### src/rtl/fpd_pkg.sv
package fpd_pkg;
  localparam int SYNC_W  = 32;
  localparam int ADDR_W  = 32;
  localparam int LEN_W   = 16;
  localparam int CRC_W   = 16;
  localparam int PID_W   = 8;
  localparam int BYTE_W  = 8;

  localparam logic [SYNC_W-1:0] SYNC_WORD = 32'hAAAA5555;
  localparam logic [CRC_W-1:0]  CRC_POLY  = 16'h1021;
  localparam logic [CRC_W-1:0]  CRC_INIT  = 16'hFFFF;
  localparam logic [3:0]        TYPE_SOF  = 4'h1;
  localparam logic [3:0]        TYPE_DAT  = 4'h2;

  typedef enum logic [2:0] {
    ST_HUNT,
    ST_SOF_PID,
    ST_SOF_BODY,
    ST_DAT_PID,
    ST_PAYLOAD,
    ST_DAT_CRC
  } fpd_state_e;

  function automatic logic pid_valid(input logic [PID_W-1:0] pid);
    return pid[3:0] == ~pid[7:4];
  endfunction
endpackage

### src/rtl/fpd_sync_hunt.sv
module fpd_sync_hunt #(
  parameter int              W       = 32,
  parameter logic [W-1:0]    PATTERN = '0
) (
  input  logic clk_i,
  input  logic rst_ni,
  input  logic bit_i,
  output logic hit_o
);
  logic [W-2:0] hist_q;

  always_ff @(posedge clk_i or negedge rst_ni) begin
    if (!rst_ni) hist_q <= '0;
    else         hist_q <= {hist_q[W-3:0], bit_i};
  end

  // Match includes the bit on the line this cycle.
  assign hit_o = ({hist_q, bit_i} == PATTERN);
endmodule

### src/rtl/fpd_crc_serial.sv
module fpd_crc_serial #(
  parameter int           W    = 16,
  parameter logic [W-1:0] POLY = '0,
  parameter logic [W-1:0] INIT = '1
) (
  input  logic         clk_i,
  input  logic         rst_ni,
  input  logic         clr_i,
  input  logic         en_i,
  input  logic         bit_i,
  output logic [W-1:0] nxt_o
);
  logic [W-1:0] crc_q;
  logic         fb;

  assign fb    = crc_q[W-1] ^ bit_i;
  assign nxt_o = {crc_q[W-2:0], 1'b0} ^ (fb ? POLY : '0);

  always_ff @(posedge clk_i or negedge rst_ni) begin
    if (!rst_ni)    crc_q <= INIT;
    else if (clr_i) crc_q <= INIT;
    else if (en_i)  crc_q <= nxt_o;
  end
endmodule

### src/rtl/fpd_ctrl.sv
module fpd_ctrl
  import fpd_pkg::*;
#(
  parameter int RAM_AW = 10
) (
  input  logic                  clk_i,
  input  logic                  rst_ni,
  input  logic                  bit_i,
  input  logic                  sync_hit_i,
  input  logic [CRC_W-1:0]      crc_nxt_i,
  output logic                  crc_clr_o,
  output logic                  crc_en_o,
  output logic                  ram_we_o,
  output logic [RAM_AW-1:0]     ram_addr_o,
  output logic [BYTE_W-1:0]     ram_data_o,
  output logic [ADDR_W-1:0]     addr_o,
  output logic [LEN_W-1:0]      len_o,
  output logic                  frame_done_o,
  output logic                  frame_ok_o,
  output logic                  pid_err_o,
  output logic                  crc_err_o
);
  localparam int FIELD_BITS = ADDR_W + LEN_W;
  localparam int SOF_BITS   = FIELD_BITS + CRC_W;
  localparam int CNT_W      = $clog2(SOF_BITS);
  localparam logic [CNT_W-1:0] LAST_PID  = CNT_W'(PID_W - 1);
  localparam logic [CNT_W-1:0] LAST_BYTE = CNT_W'(BYTE_W - 1);
  localparam logic [CNT_W-1:0] LAST_CRC  = CNT_W'(CRC_W - 1);
  localparam logic [CNT_W-1:0] LAST_SOF  = CNT_W'(SOF_BITS - 1);
  localparam logic [CNT_W-1:0] FIELD_END = CNT_W'(FIELD_BITS);

  fpd_state_e              state_q;
  logic [CNT_W-1:0]        cnt_q;
  logic [FIELD_BITS-1:0]   shreg_q;
  logic [LEN_W-1:0]        bidx_q;
  logic [BYTE_W-1:0]       byte_w;
  logic                    shift_en;
  logic                    crc_zero;

  assign byte_w   = {shreg_q[BYTE_W-2:0], bit_i};
  // Freeze fields while the SOF CRC bits pass.
  assign shift_en = !(state_q == ST_SOF_BODY && cnt_q >= FIELD_END);
  assign crc_zero = (crc_nxt_i == '0);

  assign crc_clr_o = (state_q == ST_SOF_PID) || (state_q == ST_DAT_PID);
  assign crc_en_o  = (state_q == ST_SOF_BODY) || (state_q == ST_PAYLOAD) ||
                     (state_q == ST_DAT_CRC);

  always_ff @(posedge clk_i or negedge rst_ni) begin
    if (!rst_ni) begin
      state_q      <= ST_HUNT;
      cnt_q        <= '0;
      shreg_q      <= '0;
      bidx_q       <= '0;
      ram_we_o     <= 1'b0;
      ram_addr_o   <= '0;
      ram_data_o   <= '0;
      addr_o       <= '0;
      len_o        <= '0;
      frame_done_o <= 1'b0;
      frame_ok_o   <= 1'b0;
      pid_err_o    <= 1'b0;
      crc_err_o    <= 1'b0;
    end else begin
      ram_we_o     <= 1'b0;
      frame_done_o <= 1'b0;
      frame_ok_o   <= 1'b0;
      if (shift_en) shreg_q <= {shreg_q[FIELD_BITS-2:0], bit_i};
      cnt_q <= cnt_q + 1'b1;

      unique case (state_q)
        ST_HUNT: begin
          cnt_q <= '0;
          if (sync_hit_i) state_q <= ST_SOF_PID;
        end

        ST_SOF_PID: begin
          if (cnt_q == LAST_PID) begin
            cnt_q <= '0;
            if (!pid_valid(byte_w)) begin
              pid_err_o <= 1'b1;
              state_q   <= ST_HUNT;
            end else if (byte_w[7:4] == TYPE_SOF) begin
              state_q <= ST_SOF_BODY;
            end else begin
              state_q <= ST_HUNT;
            end
          end
        end

        ST_SOF_BODY: begin
          if (cnt_q == LAST_SOF) begin
            cnt_q <= '0;
            if (crc_zero) begin
              addr_o  <= shreg_q[FIELD_BITS-1:LEN_W];
              len_o   <= shreg_q[LEN_W-1:0];
              bidx_q  <= '0;
              state_q <= ST_DAT_PID;
            end else begin
              crc_err_o    <= 1'b1;
              frame_done_o <= 1'b1;
              state_q      <= ST_HUNT;
            end
          end
        end

        ST_DAT_PID: begin
          if (cnt_q == LAST_PID) begin
            cnt_q <= '0;
            if (!pid_valid(byte_w)) begin
              pid_err_o <= 1'b1;
              state_q   <= ST_HUNT;
            end else if (byte_w[7:4] == TYPE_DAT) begin
              state_q <= (len_o == '0) ? ST_DAT_CRC : ST_PAYLOAD;
            end else begin
              state_q <= ST_HUNT;
            end
          end
        end

        ST_PAYLOAD: begin
          if (cnt_q == LAST_BYTE) begin
            cnt_q      <= '0;
            ram_we_o   <= 1'b1;
            ram_data_o <= byte_w;
            ram_addr_o <= bidx_q[RAM_AW-1:0];
            bidx_q     <= bidx_q + 1'b1;
            if (bidx_q == len_o - 1'b1) state_q <= ST_DAT_CRC;
          end
        end

        ST_DAT_CRC: begin
          if (cnt_q == LAST_CRC) begin
            cnt_q        <= '0;
            frame_done_o <= 1'b1;
            frame_ok_o   <= crc_zero;
            if (!crc_zero) crc_err_o <= 1'b1;
            state_q      <= ST_HUNT;
          end
        end

        default: state_q <= ST_HUNT;
      endcase
    end
  end
endmodule

### src/rtl/fpd_decoder.sv
module fpd_decoder
  import fpd_pkg::*;
#(
  parameter int RAM_AW = 10
) (
  input  logic              clk_i,
  input  logic              rst_ni,
  input  logic              bit_i,
  output logic              ram_we_o,
  output logic [RAM_AW-1:0] ram_addr_o,
  output logic [7:0]        ram_data_o,
  output logic [31:0]       addr_o,
  output logic [15:0]       len_o,
  output logic              frame_done_o,
  output logic              frame_ok_o,
  output logic              pid_err_o,
  output logic              crc_err_o
);
  logic             sync_hit;
  logic             crc_clr;
  logic             crc_en;
  logic [CRC_W-1:0] crc_nxt;

  fpd_sync_hunt #(.W(SYNC_W), .PATTERN(SYNC_WORD)) u_sync (
    .clk_i  (clk_i),
    .rst_ni (rst_ni),
    .bit_i  (bit_i),
    .hit_o  (sync_hit)
  );

  fpd_crc_serial #(.W(CRC_W), .POLY(CRC_POLY), .INIT(CRC_INIT)) u_crc (
    .clk_i  (clk_i),
    .rst_ni (rst_ni),
    .clr_i  (crc_clr),
    .en_i   (crc_en),
    .bit_i  (bit_i),
    .nxt_o  (crc_nxt)
  );

  fpd_ctrl #(.RAM_AW(RAM_AW)) u_ctrl (
    .clk_i        (clk_i),
    .rst_ni       (rst_ni),
    .bit_i        (bit_i),
    .sync_hit_i   (sync_hit),
    .crc_nxt_i    (crc_nxt),
    .crc_clr_o    (crc_clr),
    .crc_en_o     (crc_en),
    .ram_we_o     (ram_we_o),
    .ram_addr_o   (ram_addr_o),
    .ram_data_o   (ram_data_o),
    .addr_o       (addr_o),
    .len_o        (len_o),
    .frame_done_o (frame_done_o),
    .frame_ok_o   (frame_ok_o),
    .pid_err_o    (pid_err_o),
    .crc_err_o    (crc_err_o)
  );
endmodule

### config.mk
export PLATFORM = sky130hd
export DESIGN_NAME = fpd_decoder
export DESIGN_NICKNAME = d
export VERILOG_FILES = /design/src/rtl/fpd_pkg.sv /design/src/rtl/fpd_sync_hunt.sv /design/src/rtl/fpd_crc_serial.sv /design/src/rtl/fpd_ctrl.sv /design/src/rtl/fpd_decoder.sv
export SDC_FILE = /design/constraint.sdc
export NUM_CORES = 1
export LEC_CHECK = 0
export ABC_CLOCK_PERIOD_IN_PS = 5940
export BUFFER_PORTS_ARGS = -buffer_cell sky130_fd_sc_hd__buf_2
export CAP_MARGIN = 20
export CORE_UTILIZATION = 60
export CTS_BUF_LIST = sky130_fd_sc_hd__clkbuf_8
export DETAILED_ROUTE_END_ITERATION = 12
export MAX_ROUTING_LAYER = met4
export PLACE_DENSITY = 0.8
export SYNTH_ARGS = -nofsm -noshare
export SYNTH_HDL_FRONTEND = slang
export SYNTH_SLANG_ARGS = --single-unit
### constraint.sdc
create_clock -name clk_i -period 5.94 [get_ports clk_i]
set_input_delay 0.891 -clock clk_i [delete_from_list [all_inputs] [get_ports clk_i]]
set_output_delay 0.891 -clock clk_i [all_outputs]
set_load 0.03 [all_outputs]
# Word-level counts from Yosys, hierarchy flattened
# Cells that the tools add are included.
# totals
romBits	0
n_memories	0
elab_cells	99
mem_bits_rw	0
out_inout_bits	71
latchBits	0
ff_bits	191
# classes
n_eq_ne	21
n_reduce_logical	18
muxes	37
magnitude_cmp	1
mul	0
n_div	0
add_sub_neg	3
shifts	0
bitwise	4
# ops
op	count
$mux W16	5
$eq A32 B32 Y1 const B	1
$logic_not A16 Y1	2
$pmux W16 S2	1
$mux W3	10
$pmux W6 S4	1
$mux W6	3
$pmux W3 S6	1
$add A16 B1 Y16 const B	1
$eq A16 B16 Y1	1
$sub A16 B1 Y16 const B	1
$xor A16 B16 Y16	1
$ne A2 B2 Y1 const B	7
$mux W13	1
$mux W1	11
$reduce_and A3 Y1	3
$reduce_and A7 Y1	1
$add A6 B1 Y6 const B	1
$eq A3 B2 Y1 const B	2
$eq A3 B3 Y1 const B	2
$eq A6 B3 Y1 const B	1
$eq A6 B4 Y1 const B	1
$eq A6 B6 Y1 const B	1
$ge A6 B6 Y1 const B	1
other kinds (18)	24

# Longest topological paths before layout
# Gate-level depths: netlist (run 1).
# logic_depth
ltp_word	7
depth_mapped	10
ltp_nobuf	9

# Cells and area by module
# From an unflattened synthesis (run 1), not the netlist that was laid out.
# unflattened
hier_cells	637
hier_area_um2	8211.6
# by_module_without_submodules
mod	cells_per_inst	n_inst	area_per_inst_um2	seq_area_each_um2
fpd_ctrl	525	1	6481.2	3603.5
fpd_sync_hunt	42	1	882.1	775.7
fpd_crc_serial	70	1	848.3	420.4

# Least setup slack after synthesis (run 1)
# No wires, ideal clock.
# synth_path
path_type	flip-flop to flip-flop
from	register u_ctrl.len_o[2]
to	register u_ctrl.state_q[0]
slack_ns	3.239
stages_incl_launch_ff	10
t_required_ns	5.848
arrival_ns	2.609
cell_sequence	dfrtp_1 -> buf_6 -> or4_4 -> buf_6 -> or3_1 -> a2111oi_2 -> nand4b_1 -> a211oi_2 -> a31oi_1 -> o31ai_2
# synth_via
elab_chain_cells	6
elab_cells_between_ends	10
# synth_rtl
element	line	text
start, declared	fpd_ctrl.sv:17	output logic [LEN_W-1:0] len_o,
start signal, assigned	fpd_ctrl.sv:96	len_o <= shreg_q[LEN_W-1:0];
branches (longest 6 deep; another with $sub A16 B1 Y16)	n/a	
end signal, assigned	fpd_ctrl.sv:114	state_q <= (len_o == '0) ? ST_DAT_CRC : ST_PAYLOAD;
end, declared	fpd_ctrl.sv:32	fpd_state_e state_q;
# Several ways; the timed one is not identified. The select of a mux whose other input is x is not followed.
# A chain may end at the register's enable or synchronous reset.

# Worst setup path after layout (run 1)
# layout_path
from	register u_ctrl.cnt_q[0]
to	register u_ctrl.bidx_q[14]
# layout_via
elab_chain_cells	3
elab_cells_between_ends	5
# layout_rtl
element	line	text
start, declared	fpd_ctrl.sv:33	logic [CNT_W-1:0] cnt_q;
start signal, assigned	fpd_ctrl.sv:69	cnt_q <= cnt_q + 1'b1;
$eq A6 B3 Y1 / $eq A6 B6 Y1 (equally long branches)	fpd_ctrl.sv:122, fpd_ctrl.sv:92	
$ne A2 B2 Y1 (no line)	n/a	
$reduce_and A4 Y1 (no line) *	n/a	
end signal, assigned	fpd_ctrl.sv:127	bidx_q <= bidx_q + 1'b1;
end, declared	fpd_ctrl.sv:35	logic [LEN_W-1:0] bidx_q;
# Mark *: on every way between the ends. The rest lies on a longest branch, timed or not.

==> results of run 1 <==
critical path, cell delays in order (launching register included):
cell	delay [ps]
sky130_fd_sc_hd__dfrtp_1	390
sky130_fd_sc_hd__ha_1	230
sky130_fd_sc_hd__nand3_1	200
sky130_fd_sc_hd__nor2_1	280
sky130_fd_sc_hd__nand3_1	650
sky130_fd_sc_hd__inv_1	930
sky130_fd_sc_hd__nand4_1	160
sky130_fd_sc_hd__o21ai_1	160
state kept, by name, indices dropped and copies added, names as in the netlist:
name                 flops
u_ctrl.addr_o           32
u_ctrl.ram_addr_o       10
u_ctrl.state_q           3
u_ctrl.bidx_q           16
u_ctrl.cnt_q             6
u_ctrl.frame_ok_o        1
u_ctrl.ram_data_o        8
u_sync.hist_q           31
u_ctrl.shreg_q          48
u_ctrl.ram_we_o          1
u_ctrl.pid_err_o         1
u_crc.crc_q             16
u_ctrl.frame_done_o      1
u_ctrl.crc_err_o         1
u_ctrl.len_o            16
through the flow:
step | hold WS [ps] | instance area, µm² | total power, mW | cells | utilization
2_1_floorplan | 345.5 | 8031 | 1.534 | 681 | -
3_3_place_gp | 349.7 | 8482 | 1.579 | 888 | 0.6614
3_5_place_dp | 353.3 | 8482 | 1.595 | 888 | 0.6614
4_1_cts | 371.7 | 8916 | 2.497 | 920 | 0.6952
5_1_grt | 355.8 | 8966 | 2.575 | 923 | 0.6991
6_report | 363.3 | 8966 | 2.478 | 923 | 0.6991
path summary, 6_finish.rpt:
| path | end | cells after the start | startpoint |
|---|---|---|---|
| min in group clk_i | u_sync.hist_q[27] | 0 | u_sync.hist_q[26] |
| max in group asynchronous | u_ctrl.state_q[2] | 3 | rst_ni |
| worst min-delay path | u_ctrl.bidx_q[11] | 1 | rst_ni |
| worst max-delay path | u_ctrl.bidx_q[14] | 7 | u_ctrl.cnt_q[0] |
| worst min register to register | u_sync.hist_q[27] | 0 | u_sync.hist_q[26] |
| worst max register to register | u_ctrl.bidx_q[14] | 7 | u_ctrl.cnt_q[0] |
routing by layer:
metal	wire (µm)	up-vias	global-route usage
li1	-	2500	-
met1	6901	2680	0.3250
met2	7678	150	0.3790
met3	784	18	0.06444
met4	212	0	0.07933
met5	0	-	-
kinds of logic (layout without fill, tap and decap cells):
group | after synthesis | after routing
simple gates | 213 | 213
flops | 191 | 191
mux | 95 | 95
fa+ha+maj | 3 | 3
buf+inv | 49 | 119
xor+xnor | 33 | 33
compound gates | 97 | 97
Yosys cell counts (11+ instances only):
| cell type | count |
|---|---|
| sky130_fd_sc_hd__a31oi_1 | 11 |
| sky130_fd_sc_hd__xor2_1 | 12 |
| sky130_fd_sc_hd__o21ai_1 | 24 |
| sky130_fd_sc_hd__xnor2_1 | 21 |
| sky130_fd_sc_hd__clkbuf_1 | 28 |
| sky130_fd_sc_hd__o21ai_0 | 15 |
| sky130_fd_sc_hd__dfstp_2 | 16 |
| sky130_fd_sc_hd__mux2_2 | 91 |
| sky130_fd_sc_hd__nand2_1 | 75 |
| sky130_fd_sc_hd__a21oi_1 | 24 |
| sky130_fd_sc_hd__nand3_1 | 13 |
| sky130_fd_sc_hd__dfrtp_1 | 175 |
| sky130_fd_sc_hd__nor2_1 | 57 |
power groups by stage:
stage	logic, mW	clock network, mW	registers [mW]
2_1_floorplan	0.0817	0	1.45
3_3_place_gp	0.114	0	1.46
3_5_place_dp	0.124	0	1.47
4_1_cts	0.125	0.925	1.45
5_1_grt	0.144	0.974	1.46
6_report	0.126	0.906	1.45
layout make-up:
cell class | instances | share of cell area
sequential | 191 | 0.5353
inverter | 8 | 0.003349
clock inverter | 13 | 0.01926
clock buffer | 19 | 0.02917
tap | 172 | 0.02400
timing repair buffer | 79 | 0.04982
multi-input combinational | 441 | 0.3391
==> implementation parameters, run 1 <==
Parameter                              Value

Routing
  Post-route DRC    0
  Total routed wirelength    15,580 µm
  Antenna-violating nets left    0
  Total via count after detailed routing    5,348
  Detailed router's first-iteration violation count    317
  Mean number of vias per cell    5.794
  Iteration count of the initial detailed-routing pass    5
  Mean routed wirelength per cell    ~17 µm

Final layout
  Area Overhead vs Synth    11.64%
  Multi-input combinational cell area    0.003040 mm²
  Commonest cells after routing, fill and taps aside    sky130_fd_sc_hd__dfrtp_1 (175), sky130_fd_sc_hd__mux2_2 (91), sky130_fd_sc_hd__nand2_1 (75)
  Ratio of cells with drive above 1 in the final layout    0.3023
  Leading cell type in the layout, fill and taps excluded    sky130_fd_sc_hd__dfrtp_1
  Diode count    0
  Final #Nets    744
  Seq. cell area    0.004800 mm²
  Filler cell count    941

Clock tree
  Post-cts gate resize count    0
  Clock buffers created by TritonCTS    17
  Clock latency of the later-clocked register in the worst-skew pair    460 ps
  Clock slew seen by the registers of the worst setup and hold paths    ~100 ps
  Number of H-tree branching levels    4
  Maximum root-to-sink buffer count    2
  # hold bufs at CTS    0
  Number of sinks driven by the clock tree    191
  Post-CTS setup buffer count    0
  Clock tree from TritonCTS    yes
  Library cell used as clock root buffer    sky130_fd_sc_hd__clkbuf_8

Synth
  Area leader, netlist    sky130_fd_sc_hd__dfrtp_1
  Number of storage elements in the synthesis netlist    191
  Post-synth net total    687
  Top-area cell type share of the netlist area    0.5453
  Combined area of all synthesized cells    between 0.008 and 0.009 mm²
  Mux contribution to synthesized area    0.1330
  Combinational family with the most area after synthesis    multiplexers
  Predominant post-synthesis flop cell    sky130_fd_sc_hd__dfrtp_1
  Post-Synth XOR/XNOR Area    0.03599
  Async set-or-reset flop fraction in the synthesized netlist    1.000
  Count of distinct cell types in the synthesized netlist    between 50 and 60
  Gate count of the mapped netlist    681
  Top cells by area, synth    sky130_fd_sc_hd__dfrtp_1 (55%), sky130_fd_sc_hd__mux2_2 (13%), sky130_fd_sc_hd__dfstp_2 (5.2%)
  Number of enable flip-flop cells after synthesis    0
  Sequential element share of the synthesized area    0.5976
  Share of synthesized cell area in and, or, nand and nor gates    0.1295
  Compound-gate portion of the synthesized area    0.07338
  Avg Synthesized Cell Area    11.79 µm²
  Fraction of the mapped netlist area in adder cells    0.004674
  Warning count from the yosys run    0

STA
  Setup-failing EPs final    0
  Setup_tns    0 ps
  Worst setup slack after layout    ~2900 ps
  Max Clock Skew    16.83 ps
  Final worst-path cycle share    0.5198
  Setup repair after global routing missed its margin    false
  Slew @ Worst Pin    858.4 ps
  Max-slew violations    0
  Timing-limited maximum frequency    323.9 MHz
  Clock period minus worst slack    3088 ps
  Final Hold Fails    0
  Relative max-transition margin    0.4224

Power and ir drop
  Sw power    581.7 µW
  Combinational group share of total power    0.051
  Sequential fraction of design power    0.584
  Cell area power density    276.4 mW/mm²
  Clock power share    0.366
  Cell-internal power    1.897 mW
  Switch share    0.2347
  Static leakage power    4.165 nW
  Peak supply drop    202.4 µV

Worst setup path
  Crit Path Class    flop to flop
  Kind of end point of the critical path    flop
  Largest fanout on the critical path    29
  R2R Setup Slk    2850 ps
  CP Data Arrival Time    3470 ps
  CP required    approximately 6300 ps
  Type of element launching the critical path    flop

Floorplanning
  Placeable Area    0.01282 mm²
  X dimension of the die    117.7 µm
  Initial standard-cell utilization of the core    0.6262
  Die Span Y    117.7 µm
  Number of ports placed on the die boundary    74
  Die Footprint    0.01385 mm²
  Count of standard-cell rows    41

Run
  Number of maximum-capacitance violations    0

GRT
  Maximum number of pins on one net before global-route repair    136
  Wire length of the first global-routing pass    26,190 µm
  Tot GR Track Use    0.2476
  Via count of the first global-routing pass    5,302
  Initial antenna violation count    0
  GR Overflow Total    0

Min path
  Kind of path behind the tightest hold check    primary input to async pin

Place
  Total half-perimeter wirelength after legalization and detailed placement    10,460 µm
  Weighted congestion at the end of routability-driven global placement    0.8588
  Quantity of I/O buffers inserted on ports    73
  Worst slack at placement    2725 ps

Status
  Run status    finished clean
No activity file was read; power rests on OpenSTA's default activity.
==> inputs of run 2 (changes only) <==
- ABC_CLOCK_PERIOD_IN_PS: 5940 -> 2540
- CORE_UTILIZATION: 60 -> 55
- PLACE_DENSITY: 0.8 -> 0.78
- clock period: 5.94 -> 2.54 ns (I/O delays scaled with it)
==> implementation parameters, run 2 (same netlist as run 1, synthesis figures left out) <==
Parameter                              Value

Final layout
  Final #Nets    767 (+3.1%)
  Final cell utilization of the core    0.6572 (-0.04190)
  Ratio of cells with drive above 1 in the final layout    0.3346 (+0.03236)
  Leading registers by flop count    u_ctrl.shreg_q: 48 flops, u_ctrl.addr_o: 32 flops, u_sync.hist_q: 31 flops
  Area Overhead vs Synth    14.91%
  Commonest cells after routing, fill and taps aside    sky130_fd_sc_hd__dfrtp_1 (171), sky130_fd_sc_hd__mux2_2 (91), sky130_fd_sc_hd__nand2_1 (75)
  Diode count    0 (unchanged)
  Max FFs per register    48 (unchanged)
  Seq. cell area    0.004805 mm² (+0.10%)
  Leading cell type in the layout, fill and taps excluded    sky130_fd_sc_hd__dfrtp_1
  Most flop-heavy register    u_ctrl.shreg_q
  Filler cell count    1,051 (+12%)
  Multi-input combinational cell area    0.003098 mm² (+1.9%)

Routing
  Post-route DRC    0 (unchanged)
  Total routed wirelength    16,090 µm (+3.3%)
  Mean number of vias per cell    5.578 (-3.7%)
  Detailed router's first-iteration violation count    343 (+8.2%)
  Total via count after detailed routing    5,321 (-0.50%)
  Mean routed wirelength per cell    16.86 µm (about the same)
  Iteration count of the initial detailed-routing pass    4 (-1)
  Antenna-violating nets left    0 (unchanged)

Power and ir drop
  Sequential fraction of design power    0.589 (+0.005)
  Sw power    1.427 mW (+150%)
  Cell area power density    622.2 mW/mm² (+130%)
  Switch share    0.2485 (+0.01384)
  Static leakage power    4.276 nW (+2.7%)
  Clock power share    0.355 (-0.011)
  Post-route total power    5.742 mW (+130%)
  Cell-internal power    4.315 mW (+130%)
  Combinational group share of total power    0.055 (+0.004)
  Peak supply drop    602.9 µV (+200%)

Run
  Number of maximum-capacitance violations    0 (unchanged)

Clock tree
  Maximum root-to-sink buffer count    2 (unchanged)
  Clock buffers created by TritonCTS    17 (unchanged)
  Number of sinks driven by the clock tree    191 (unchanged)
  Clock slew seen by the registers of the worst setup and hold paths    100 ps (about the same)
  Clock tree from TritonCTS    yes
  Number of H-tree branching levels    4 (unchanged)
  Clock latency of the later-clocked register in the worst-skew pair    480 ps (+20 ps)
  Library cell used as clock root buffer    sky130_fd_sc_hd__clkbuf_8

STA
  Setup repair after global routing missed its margin    true
  Max-slew violations    0 (unchanged)
  Slew @ Worst Pin    636.0 ps (-222.4 ps)
  Max Clock Skew    16.17 ps (-0.6594 ps)
  Final worst-path cycle share    0.9710 (+0.4512)
  Timing-limited maximum frequency    405.5 MHz (+25%)
  Clock period minus worst slack    2466 ps (-621.5 ps)
  Setup-failing EPs final    0 (unchanged)
  Final Hold Fails    0 (unchanged)
  Relative max-transition margin    0.5760 (+0.1536)
  Worst hold-check slack    122.7 ps (-240.6 ps)

Worst setup path
  Largest fanout on the critical path    7 (-76%)
  Length in cells of the worst reg-to-reg path    7 (unchanged)
  Worst Path Buf+Inv    0 (-1)
  Crit. path cell count    7 (unchanged)
  CP required    2920 ps (-3400 ps)
  CP Data Arrival Time    2850 ps (-620 ps)
  Crit-path slowest cell    sky130_fd_sc_hd__or4_4
  Crit Path Class    flop to flop
  Critical path, cell by cell    or4_4 -> or3_1 -> a2111oi_4 -> nand4b_1 -> a211oi_2 -> a31oi_2 -> o31ai_2
  Type of element launching the critical path    flop
  Crit-path leading delay family    simple AND/OR/NAND/NOR gates
  Kind of end point of the critical path    flop
  Critical Path Max Stage Delay    590 ps (-340 ps)

Place
  Weighted congestion at the end of routability-driven global placement    0.9016 (+5.0%)
  Total half-perimeter wirelength after legalization and detailed placement    11,090 µm (+6.1%)
  Quantity of I/O buffers inserted on ports    73 (unchanged)

GRT
  Via count of the first global-routing pass    5,425 (+2.3%)
  Wire length of the first global-routing pass    27,000 µm (+3.1%)
  Maximum number of pins on one net before global-route repair    63 (-54%)
  GR Overflow Total    0 (unchanged)
  Tot GR Track Use    0.2421 (-0.005494)
  Initial antenna violation count    0 (unchanged)

Min path
  Kind of path behind the tightest hold check    primary input to flop
  Number of cells on the worst hold path    1

Floorplanning
  Count of standard-cell rows    43 (+4.9%)
  Placeable Area    0.01404 mm² (+9.5%)
  X dimension of the die    122.8 µm (+4.4%)
  Die Footprint    0.01509 mm² (+8.9%)
  Die Span Y    122.8 µm (+4.4%)
  Number of ports placed on the die boundary    74 (unchanged)
  Initial standard-cell utilization of the core    0.5720 (-0.05429)

Status
  Run status    finished clean
[run 2: cell types whose count changed in the layout (fill, tap and decap cells not counted), sizes merged]
| cell | change |
|---|---|
| buf | +23 |
| bufinv | -1 |
| clkbuf | -3 |
| clkinv | +2 |
| dlygate4sd3 | +1 |
| inv | +1 |
[run 2: worst reg2reg max path, delay by kind of cell (launching register included)]
family | cells | cell delay (ps)
flops | 1 | 470
simple gates | 3 | 1110
compound gates | 4 | 810
[run 2: timing repair]
item	in CTS	in global routing
cloned	0	0
hold buffers	1	0
hold endpoints to repair	58	0
pin swaps	0	3
gates resized for setup	2	6
setup buffers	0	2
setup endpoints to repair	8	5
[run 2: area by class of cell]
class / count / share of cell area
clock inverter: 15 / 0.01939
inverter: 8 / 0.003254
sequential: 191 / 0.5206
tap: 180 / 0.02440
timing repair buffer: 102 / 0.07131
clock buffer: 17 / 0.02535
multi-input combinational: 441 / 0.3357
[run 2: stage by stage]
step / cell area [µm²] / TNS (ps) / cells / worst slack, ps
after CTS: 9158 / -7.512 / 951 / -7.512
after global routing: 9229 / -13.59 / 954 / -13.59
final: 9229 / 0 / 954 / 73.71
after global placement: 8728 / -19.01 / 918 / -19.01
after floorplan: 8045 / 0 / 681 / 17.46
after detailed placement: 8728 / -106.1 / 918 / -38.69
[run 2: final timing paths]
check	from	end	slack (ps)
max reg2reg	u_ctrl.len_o[3]	u_ctrl.state_q[0]	70
max in group asynchronous	rst_ni	u_ctrl.shreg_q[43]	1340
min in group asynchronous	rst_ni	u_ctrl.bidx_q[0]	450
min	bit_i	u_sync.hist_q[0]	120
min reg2reg	u_sync.hist_q[20]	u_sync.hist_q[21]	380
max	u_ctrl.len_o[3]	u_ctrl.state_q[0]	70
[run 2: power by group through the flow]
stage          clock network (mW)  registers (mW)  logic [mW]
2_1_floorplan                   0            3.40       0.191
3_3_place_gp                    0            3.42       0.300
3_5_place_dp                    0            3.43       0.321
6_report                     2.04            3.38       0.318
5_1_grt                      2.21            3.41       0.365
4_1_cts                      2.09            3.38       0.325
[run 2: per-layer routing]
metal	share of wire	track usage
met3	0.039	0.05112
met5	0	-
met2	0.48	0.3617
met4	0.015	0.09832
met1	0.46	0.3238
